<file path="config.mk">
export PLATFORM = sky130hd
export DESIGN_NAME = mmu_xlate
export DESIGN_NICKNAME = d
export VERILOG_FILES = /design/src/rtl/mmu_pkg.sv /design/src/rtl/mmu_table.sv /design/src/rtl/mmu_check.sv /design/src/rtl/mmu_xlate.sv
export SDC_FILE = /design/constraint.sdc
export NUM_CORES = 1
export LEC_CHECK = 0
export BUFFER_PORTS_ARGS = -buffer_cell sky130_fd_sc_hd__buf_4
export CAP_MARGIN = 20
export CELL_PAD_IN_SITES_DETAIL_PLACEMENT = 0
export CELL_PAD_IN_SITES_GLOBAL_PLACEMENT = 1
export CORE_ASPECT_RATIO = 1.2
export CORE_MARGIN = 4
export CORE_UTILIZATION = 50
export CTS_BUF_LIST = sky130_fd_sc_hd__clkbuf_8 sky130_fd_sc_hd__clkbuf_16
export DETAILED_ROUTE_END_ITERATION = 6
export PLACE_DENSITY = 0.71
export SLEW_MARGIN = 20
export SYNTH_ARGS = -nofsm -noshare
export SYNTH_HDL_FRONTEND = slang
export SYNTH_SLANG_ARGS = --single-unit
</file>
<file path="constraint.sdc">
create_clock -name clk_i -period 3.06 [get_ports clk_i]
set_clock_uncertainty 0.05 [all_clocks]
set_input_delay 0.153 -clock clk_i [delete_from_list [all_inputs] [get_ports clk_i]]
set_output_delay 0.153 -clock clk_i [all_outputs]
set_load 0.01 [all_outputs]
</file>
<file path="src/rtl/mmu_pkg.sv">
package mmu_pkg;
  localparam logic [1:0] ACC_FETCH = 2'd0;
  localparam logic [1:0] ACC_READ  = 2'd1;
  localparam logic [1:0] ACC_WRITE = 2'd2;

  localparam logic [1:0] CAUSE_NONE   = 2'd0;
  localparam logic [1:0] CAUSE_ABSENT = 2'd1;
  localparam logic [1:0] CAUSE_PROT   = 2'd2;
endpackage

</file>
<file path="src/rtl/mmu_table.sv">
module mmu_table #(
  parameter int IDX_W = 6,
  parameter int ENT_W = 14
) (
  input  logic             clk_i,
  input  logic             rst_ni,
  input  logic             we_i,
  input  logic [IDX_W-1:0] waddr_i,
  input  logic [ENT_W-1:0] wdata_i,
  input  logic [IDX_W-1:0] raddr_i,
  output logic [ENT_W-1:0] rdata_o
);
  localparam int DEPTH = 1 << IDX_W;

  logic [DEPTH-1:0][ENT_W-1:0] mem_q;

  always_ff @(posedge clk_i or negedge rst_ni) begin
    if (!rst_ni) mem_q <= '0;
    else if (we_i) mem_q[waddr_i] <= wdata_i;
  end

  assign rdata_o = mem_q[raddr_i];

  // only the gated strobe may change storage
  a_r8_no_write_hold: assert property (@(posedge clk_i) disable iff (!rst_ni)
    !we_i |=> $stable(mem_q));
  // written entry visible after the edge
  a_r11_write_lands: assert property (@(posedge clk_i) disable iff (!rst_ni)
    we_i |=> mem_q[$past(waddr_i)] == $past(wdata_i));
endmodule

</file>
<file path="src/rtl/mmu_check.sv">
module mmu_check
  import mmu_pkg::*;
(
  input  logic       req_i,
  input  logic       bypass_i,
  input  logic       sup_i,
  input  logic [1:0] acc_i,
  input  logic       present_i,
  input  logic       writable_i,
  input  logic       user_ok_i,
  output logic [1:0] cause_o
);
  logic prot_viol;

  assign prot_viol = ((acc_i == ACC_WRITE) && !writable_i) || (!sup_i && !user_ok_i);

  always_comb begin
    cause_o = CAUSE_NONE;
    if (req_i && !bypass_i) begin
      if (!present_i)     cause_o = CAUSE_ABSENT;  // absent wins over protection
      else if (prot_viol) cause_o = CAUSE_PROT;
    end
  end

  // an absent entry never yields a protection cause
  always_comb begin
    a_r7_absent_first: assert (present_i || cause_o != CAUSE_PROT);
  end
endmodule

</file>
<file path="src/rtl/mmu_xlate.sv">
module mmu_xlate
  import mmu_pkg::*;
#(
  parameter int VA_W  = 16,
  parameter int OFF_W = 11,
  parameter int PA_W  = 22
) (
  input  logic                clk_i,
  input  logic                rst_ni,
  input  logic                req_i,
  input  logic [VA_W-1:0]     va_i,
  input  logic [1:0]          acc_i,
  input  logic                sup_i,
  input  logic                xlate_en_i,
  input  logic                tbl_we_i,
  input  logic [VA_W-OFF_W:0] tbl_addr_i,
  input  logic [PA_W-OFF_W+2:0] tbl_data_i,
  output logic [PA_W-1:0]     pa_o,
  output logic                fault_o,
  output logic [1:0]          cause_o,
  output logic [VA_W-1:0]     flt_va_o,
  output logic [1:0]          flt_acc_o
);
  localparam int VPN_W = VA_W - OFF_W;
  localparam int PFN_W = PA_W - OFF_W;
  localparam int IDX_W = VPN_W + 1;
  localparam int ENT_W = PFN_W + 3;
  localparam int B_PRES = ENT_W - 1;
  localparam int B_WR   = ENT_W - 2;
  localparam int B_USR  = ENT_W - 3;

  logic [IDX_W-1:0] ridx;
  logic [ENT_W-1:0] entry;
  logic             bypass;
  logic             tbl_we;

  assign tbl_we = tbl_we_i & sup_i;
  assign ridx   = {acc_i == ACC_FETCH, va_i[VA_W-1:OFF_W]};
  assign bypass = sup_i & ~xlate_en_i;

  mmu_table #(.IDX_W(IDX_W), .ENT_W(ENT_W)) u_table (
    .clk_i   (clk_i),
    .rst_ni  (rst_ni),
    .we_i    (tbl_we),
    .waddr_i (tbl_addr_i),
    .wdata_i (tbl_data_i),
    .raddr_i (ridx),
    .rdata_o (entry)
  );

  mmu_check u_check (
    .req_i      (req_i),
    .bypass_i   (bypass),
    .sup_i      (sup_i),
    .acc_i      (acc_i),
    .present_i  (entry[B_PRES]),
    .writable_i (entry[B_WR]),
    .user_ok_i  (entry[B_USR]),
    .cause_o    (cause_o)
  );

  assign fault_o = (cause_o != CAUSE_NONE);
  assign pa_o = bypass ? {{(PA_W-VA_W){1'b0}}, va_i}
                       : {entry[PFN_W-1:0], va_i[OFF_W-1:0]};

  always_ff @(posedge clk_i or negedge rst_ni) begin
    if (!rst_ni) begin
      flt_va_o  <= '0;
      flt_acc_o <= '0;
    end else if (fault_o) begin
      flt_va_o  <= va_i;
      flt_acc_o <= acc_i;
    end
  end

  // offset bits pass through on a clean translation
  a_r2_offset_pass: assert property (@(posedge clk_i) disable iff (!rst_ni)
    (req_i && !fault_o) |-> pa_o[OFF_W-1:0] == va_i[OFF_W-1:0]);
  // bypass is fault-free and identity
  a_r9_bypass_identity: assert property (@(posedge clk_i) disable iff (!rst_ni)
    (sup_i && !xlate_en_i) |-> (!fault_o && pa_o[VA_W-1:0] == va_i));
  // capture on fault, hold otherwise
  a_r10_capture: assert property (@(posedge clk_i) disable iff (!rst_ni)
    fault_o |=> (flt_va_o == $past(va_i) && flt_acc_o == $past(acc_i)));
  a_r10_hold: assert property (@(posedge clk_i) disable iff (!rst_ni)
    !fault_o |=> ($stable(flt_va_o) && $stable(flt_acc_o)));
  a_r10_idle_quiet: assert property (@(posedge clk_i) disable iff (!rst_ni)
    !req_i |-> cause_o == CAUSE_NONE);
endmodule

</file>
# == Yosys cells after proc, flatten, opt, wreduce, memory -nomap -nowiden ==
# Index checks and enable logic that the tools add are counted.
# totals
reg_bits,914
latch_bits,0
mem_bits_rw,0
rom_bits,0
output_inout_bits,43
mem_count,0
# classes
addsub,0
mul,0
div,0
n_lt_le_gt_ge,3
eq_ne,1
shift,0
n_mux,9
bitwise,3
n_reduce_logical,11
# ops
cell,n
bitwise mux 896 bit,1
binary-select mux 14 bit (select 6 bit),1
demux 14 bit (select 6 bit),1
two-way mux 14 bit,2
two-way mux 22 bit,1
"less-than comparator 6 x 7 -> 1 bit, second input constant",2
"greater-or-equal comparator 6 x 1 -> 1 bit, second input constant",1
two-way mux 2 bit,3
logical AND 1 bit,4
zero test 1 bit,4
bitwise AND 1 bit,2
"equality test 2 bit, second input constant",1
zero test 2 bit,1
nonzero test 2 bit,1
logical OR 1 bit,1
inverter 1 bit,1

# == Depth between registers and ports, before layout ==
# logic_depth
depth_word,10
mapped_depth,13
ltp_nobuf,7

# == By module ==
# Synthesis repeated with hierarchy kept, for this count alone.
# unflattened
hier_cells,2665
area_unflattened_um2,41801.3
# by_module_without_submodules
mod,instances,cells_per_inst,area_per_inst_um2,seq_area_each_um2
mmu_table,1,2594,40831.7,22421.5
mmu_xlate,1,66,930.9,450.4
mmu_check,1,5,38.8,0.0

# == Worst setup path before layout ==
# OpenSTA, ideal clock, no wires.
# synth_timing
path_type,input-to-output
startpoint,input port va_i[11]
endpoint,output port pa_o[14]
arrival_time_ns,2.605
t_required_ns,2.857
slack_ns,0.252
cell_stages,12
path_buffers,6
cell_sequence,buf_6 buf_6 buf_6 buf_6 buf_2 buf_2 mux4_2 mux4_2 nor2_1 nor2_1 o21ai_0 o31ai_1
# synth_between
elab_chain_len,3
# synth_rtl
item,line,rtl
from (decl),mmu_xlate.sv:11,"input logic [VA_W-1:0] va_i,"
binary-select mux 14 bit (select 6 bit),mmu_table.sv:22,assign rdata_o = mem_q[raddr_i];
two-way mux 14 bit (implied by the code),mmu_table.sv:22,
two-way mux 22 bit,mmu_xlate.sv:63,"assign pa_o = bypass ? {{(PA_W-VA_W){1'b0}}, va_i}"
to (decl),mmu_xlate.sv:18,"output logic [PA_W-1:0] pa_o,"
# No other way between the ends. The select of a mux whose other input is x is not followed.

# == Worst setup path in the final report ==
# layout_timing
startpoint,register u_table.mem_q[659] (netlist name)
endpoint,output port pa_o[12]
# layout_between
elab_chain_len,3
# layout_rtl
item,line,rtl
from (decl),mmu_table.sv:15,logic [DEPTH-1:0][ENT_W-1:0] mem_q;
"from (signal, indexed assignment)",mmu_table.sv:19,else if (we_i) mem_q[waddr_i] <= wdata_i;
binary-select mux 14 bit (select 6 bit),mmu_table.sv:22,
two-way mux 14 bit (implied by the code),mmu_table.sv:22,
two-way mux 22 bit,mmu_xlate.sv:63,
# No other way between the ends. The select of a mux whose other input is x is not followed.

==> results.env <==
DR_TOTAL_VIAS=22843
CRITICAL_PATH.REG2REG.ENDPOINT='flt_acc_o[0]$_DFFE_PN0P_'
FINAL_HOLD_VIOL_COUNT=0
TIMING.RR.START='u_table.mem_q[613]$_DFFE_PN0P_'
HTREE_LEVELS=3
YS_WARN_COUNT=0
CHIPHEIGHT_UM=319
SYNTH.FF_LATCH_COUNT=882
SETUP.WORST_PATH.START_CLASS='flip-flop'
POST_DRT_WL_PER_CELL_UM=28.8
NETLIST_TOP_CELLS_AREA='dfrtp_1 (55%), mux2_2 (25%), mux4_2 (14%)'
DRT-PASS1-ITER-COUNT=5
GR-TOTAL-OVERFLOW=0
IO_BUFFER_COUNT=86
ROUTE.ANTENNA.REMAINING_NETS=0
TOTAL_CLOCK_SINKS=882
SEQ_AREA_UM2=22100
CRITICAL_PATH_BUF_INV_COUNT=1
SLEW-LIMIT-HEADROOM_PCT=25.0
POWER_DENSITY_nW_PER_UM2=598
VIAS_PER_STD_CELL=6.10
LEAKAGEPOWER_nW=21.9
ROUTE.FINAL.WIRE_LENGTH_MM=108
SETUP_TOTAL_NEGATIVE_SLACK_PS=-1160
FIN_WS_PS=-185
VIAS_IN_THE_FIRST_GLOBAL_ROUTE=24846
WORST_PATH_LARGEST_CELL_DELAY_PS=610
YOSYSTOPAREACELL='dfrtp_1'
CTS_INSERTED_BUFFERS=91
CLOCKBUFFERDEPTH=3
R2R_SETUP_SLACK_PS=50
SETUP-VIOLATIONS-FINAL=10
SYNTH_FF_TYPE='dfrtp_1'
YS_TYPES=46
NETLIST_AREA_BEFORE_PLACEMENT_UM2=40300
MULTI_INPUT_COMBINATIONAL_CELL_AREA_UM2=17300
GLOBAL_ROUTE_WIRE_LENGTH_BEFORE_REPAIR_MM=163
TOP_LEVEL_PORTS=87
DRC=0
TRITONCTS='done'
FINALCRITPERIODSHARE_PCT=106
YS_SEQ_AREA_SHARE_PCT=54.8
POSTSYNTHAREAPERCELL_UM2=16.0
AREA_GROWTH_SYN_TO_LAYOUT_PCT=14.9
FINAL_NET_COUNT=2680
ASYNCSETRESETFLOPFRACSYNTH_PCT=100
ANTENNA_FOUND_INITIAL=4
INSTANCES_NO_FILL=3743
SETUP_REPAIR_AFTER_GLOBAL_ROUTING_MISSED_ITS_MARGIN='true'
MIN-DELAY-PATH-CLASS='input pin to async pin'
NETLIST_INSTANCES=2519
NUMBER_OF_VIOLATIONS_REPORTED_AT_THE_END_OF_DETAILED_ROUTING_ITERATION_0=1439
ARRIVAL_PS=3040
SYNTH.NET_COUNT=2563
GRT_START_MAX_NET_PINS=100
YOSYS-TOP-CELLS-COUNT='dfrtp_1 (882), mux2_2 (879), mux4_2 (251)'
COREAREA_UM2=79600
WORST_SETUP_PATH_END_KIND='output pin'
SYNTH_TOP_AREA_SHARE_PCT=54.8
VDD_IR_DROP_MAX_mV=0.348
DIE_WIDTH_UM=267
FINAL_LAYOUT_SIZE_SUFFIX_GT1_SHARE_PCT=57.9
STATUS='finished with violations'
FINAL.FILL_COUNT=6099
TIMING.CRITICAL_PATH.MODE_CELL='mux4_2'
CLOCK-ROOT-BUFFER='clkbuf_16'
TIMING.MAX_CAP.VIOLATIONS=0
ORDERED_CELL_LIST_FOR_THE_CRITICAL_PATH='mux4_2, mux4_2, mux4_2, mux2_4, buf_6'
CRIT_TYPE='flip-flop to output pin'
GLOBAL_ROUTE_USAGE_OVER_ALL_LAYERS_PCT=25.6
GPL.FINAL_WEIGHTED_CONGESTION=0.793
INSERTION_DELAY_PS=650
REG2REG_DEPTH=9
DETAILEDPLACEMENTHPWL_MM=68.5
FINAL_CORE_AREA_UTILIZATION_PCT=58.2
WORST_PATH_MAX_DELAY_CELL='mux4_2'
DIE_FOOTPRINT_UM2=85200
WORST-ENDPOINT-REQUIRED_PS=2860
TIMING.CRITICAL_PATH.FANOUT_MAX=2
TIGHTEST_SLEW_PS=1120
FLOORPLAN.ROWS=113
FINAL_PERIOD_MINUS_WORST_SETUP_SLACK_PS=3240
FAILED_CHECKS='negative setup slack'
DP.CELLS=3549
CLKTRANSATPATHREGS_PS=60
CRITICAL_PATH.TOP_DELAY_FAMILY='multiplexers'
INITIAL_CORE_UTIL_PCT=50.6
POST-SYNTH-TOP-COUNT-CELL='dfrtp_1'
FMAX_MHz=308
SYNTH-EDFF-COUNT=0
SLEW_VIOLATIONS=0
==> metrics by stage <==
step / hold slack, ps / setup WS (ps) / total power [mW] / area, µm²
detailed placement: 157 / -204 / 16.5 / 42700
CTS: 59.7 / -208 / 27.9 / 46000
global placement: 150 / -188 / 16.3 / 42700
finish: 45.6 / -185 / 27.7 / 46300
global route: 70.6 / -227 / 28.7 / 46300
floorplan: -193 / 252 / 15.2 / 40300
==> repair_timing <==
item,CTS,global route
gates cloned,0,1
hold endpoints to repair,94,0
pin swaps,3,6
hold buffers,16,0
setup buffers,1,11
gates resized for setup,21,36
setup endpoints to repair,12,15
==> worst max-delay path by stage <==
stage | from | to | slack (ps) | cells after the start
finish | u_table.mem_q[659]$_DFFE_PN0P_ | pa_o[12] | -180 | 5
global route | u_table.mem_q[870]$_DFFE_PN0P_ | pa_o[13] | -230 | 5
CTS | u_table.mem_q[659]$_DFFE_PN0P_ | pa_o[12] | -210 | 5
detailed placement | va_i[11] | flt_va_o[14]$_DFFE_PN0P_ | -200 | 11
global placement | va_i[13] | flt_va_o[8]$_DFFE_PN0P_ | -190 | 10
floorplan | va_i[11] | pa_o[14] | 250 | 12
==> where the power goes <==
| group | leakage (nW) | switching (mW) | internal, mW |
|---|---|---|---|
| clock network | 1.60 | 4.66 | 6.70 |
| registers | 12.0 | 0.492 | 12.6 |
| logic | 8.36 | 1.49 | 1.72 |
| total | 21.9 | 6.64 | 21.1 |
==> final cells by class <==
type | instances | share of cell area [%]
flip-flops and latches | 882 | 47.7
multi-input cells | 1382 | 37.3
clock buffers | 114 | 5.65
repair buffers | 277 | 5.53
well taps | 1035 | 2.80
clock inverters | 49 | 1.00
inverters | 2 | 0.0270
diodes | 2 | 0.0108
==> routing by layer <==
metal  track usage (%)  vias to the layer above  routed length [µm]
li1                  -                     9554                   -
met1              35.9                    12624               46200
met2              42.6                      508               54000
met3              3.38                      155                4930
met4              7.16                        2                2770
met5                 0                        -                  13
==> flip-flops by register name, indices dropped and copies added, names as in the netlist <==
name / cells
flt_acc_o: 2
flt_va_o: 16
u_table.mem_q: 864
==> cells by family after synthesis <==
kind of cell    share of synthesized area (%)
compound gates                          0.615
buf+inv                                  2.83
simple gates                             1.97
mux                                      39.8
flops                                    54.8
==> cells in the final DEF (no fill, tap or decap), types with 4 or more instances in the layout <==
| cell | netlist | final |
|---|---|---|
| nand3b_1 | 4 | 4 |
| nand3_1 | 13 | 13 |
| clkbuf_8 | 0 | 21 |
| buf_6 | 9 | 10 |
| mux2_4 | 0 | 5 |
| dlygate4sd3_1 | 0 | 16 |
| nand2_1 | 36 | 36 |
| nor2_1 | 66 | 63 |
| nor2b_4 | 0 | 4 |
| a21oi_1 | 5 | 4 |
| mux2_2 | 879 | 874 |
| mux2_1 | 9 | 9 |
| clkinv_2 | 0 | 20 |
| mux2i_1 | 40 | 38 |
| inv_1 | 2 | 16 |
| clkbuf_16 | 0 | 94 |
| dfrtp_1 | 882 | 882 |
| mux4_2 | 251 | 251 |
| bufinv_16 | 0 | 8 |
| buf_12 | 0 | 29 |
| nand2b_1 | 4 | 4 |
| nor2b_1 | 22 | 18 |
| nand4_1 | 6 | 6 |
| buf_4 | 16 | 218 |
| a22oi_1 | 6 | 6 |
==> worst register-to-register path, delay by kind of cell, from the launching register on <==
family,cells,cell delay [ps]
mux,2,750
buf+inv,3,870
compound gates,4,820
flops,1,390
No activity file was read; power rests on OpenSTA's default activity.
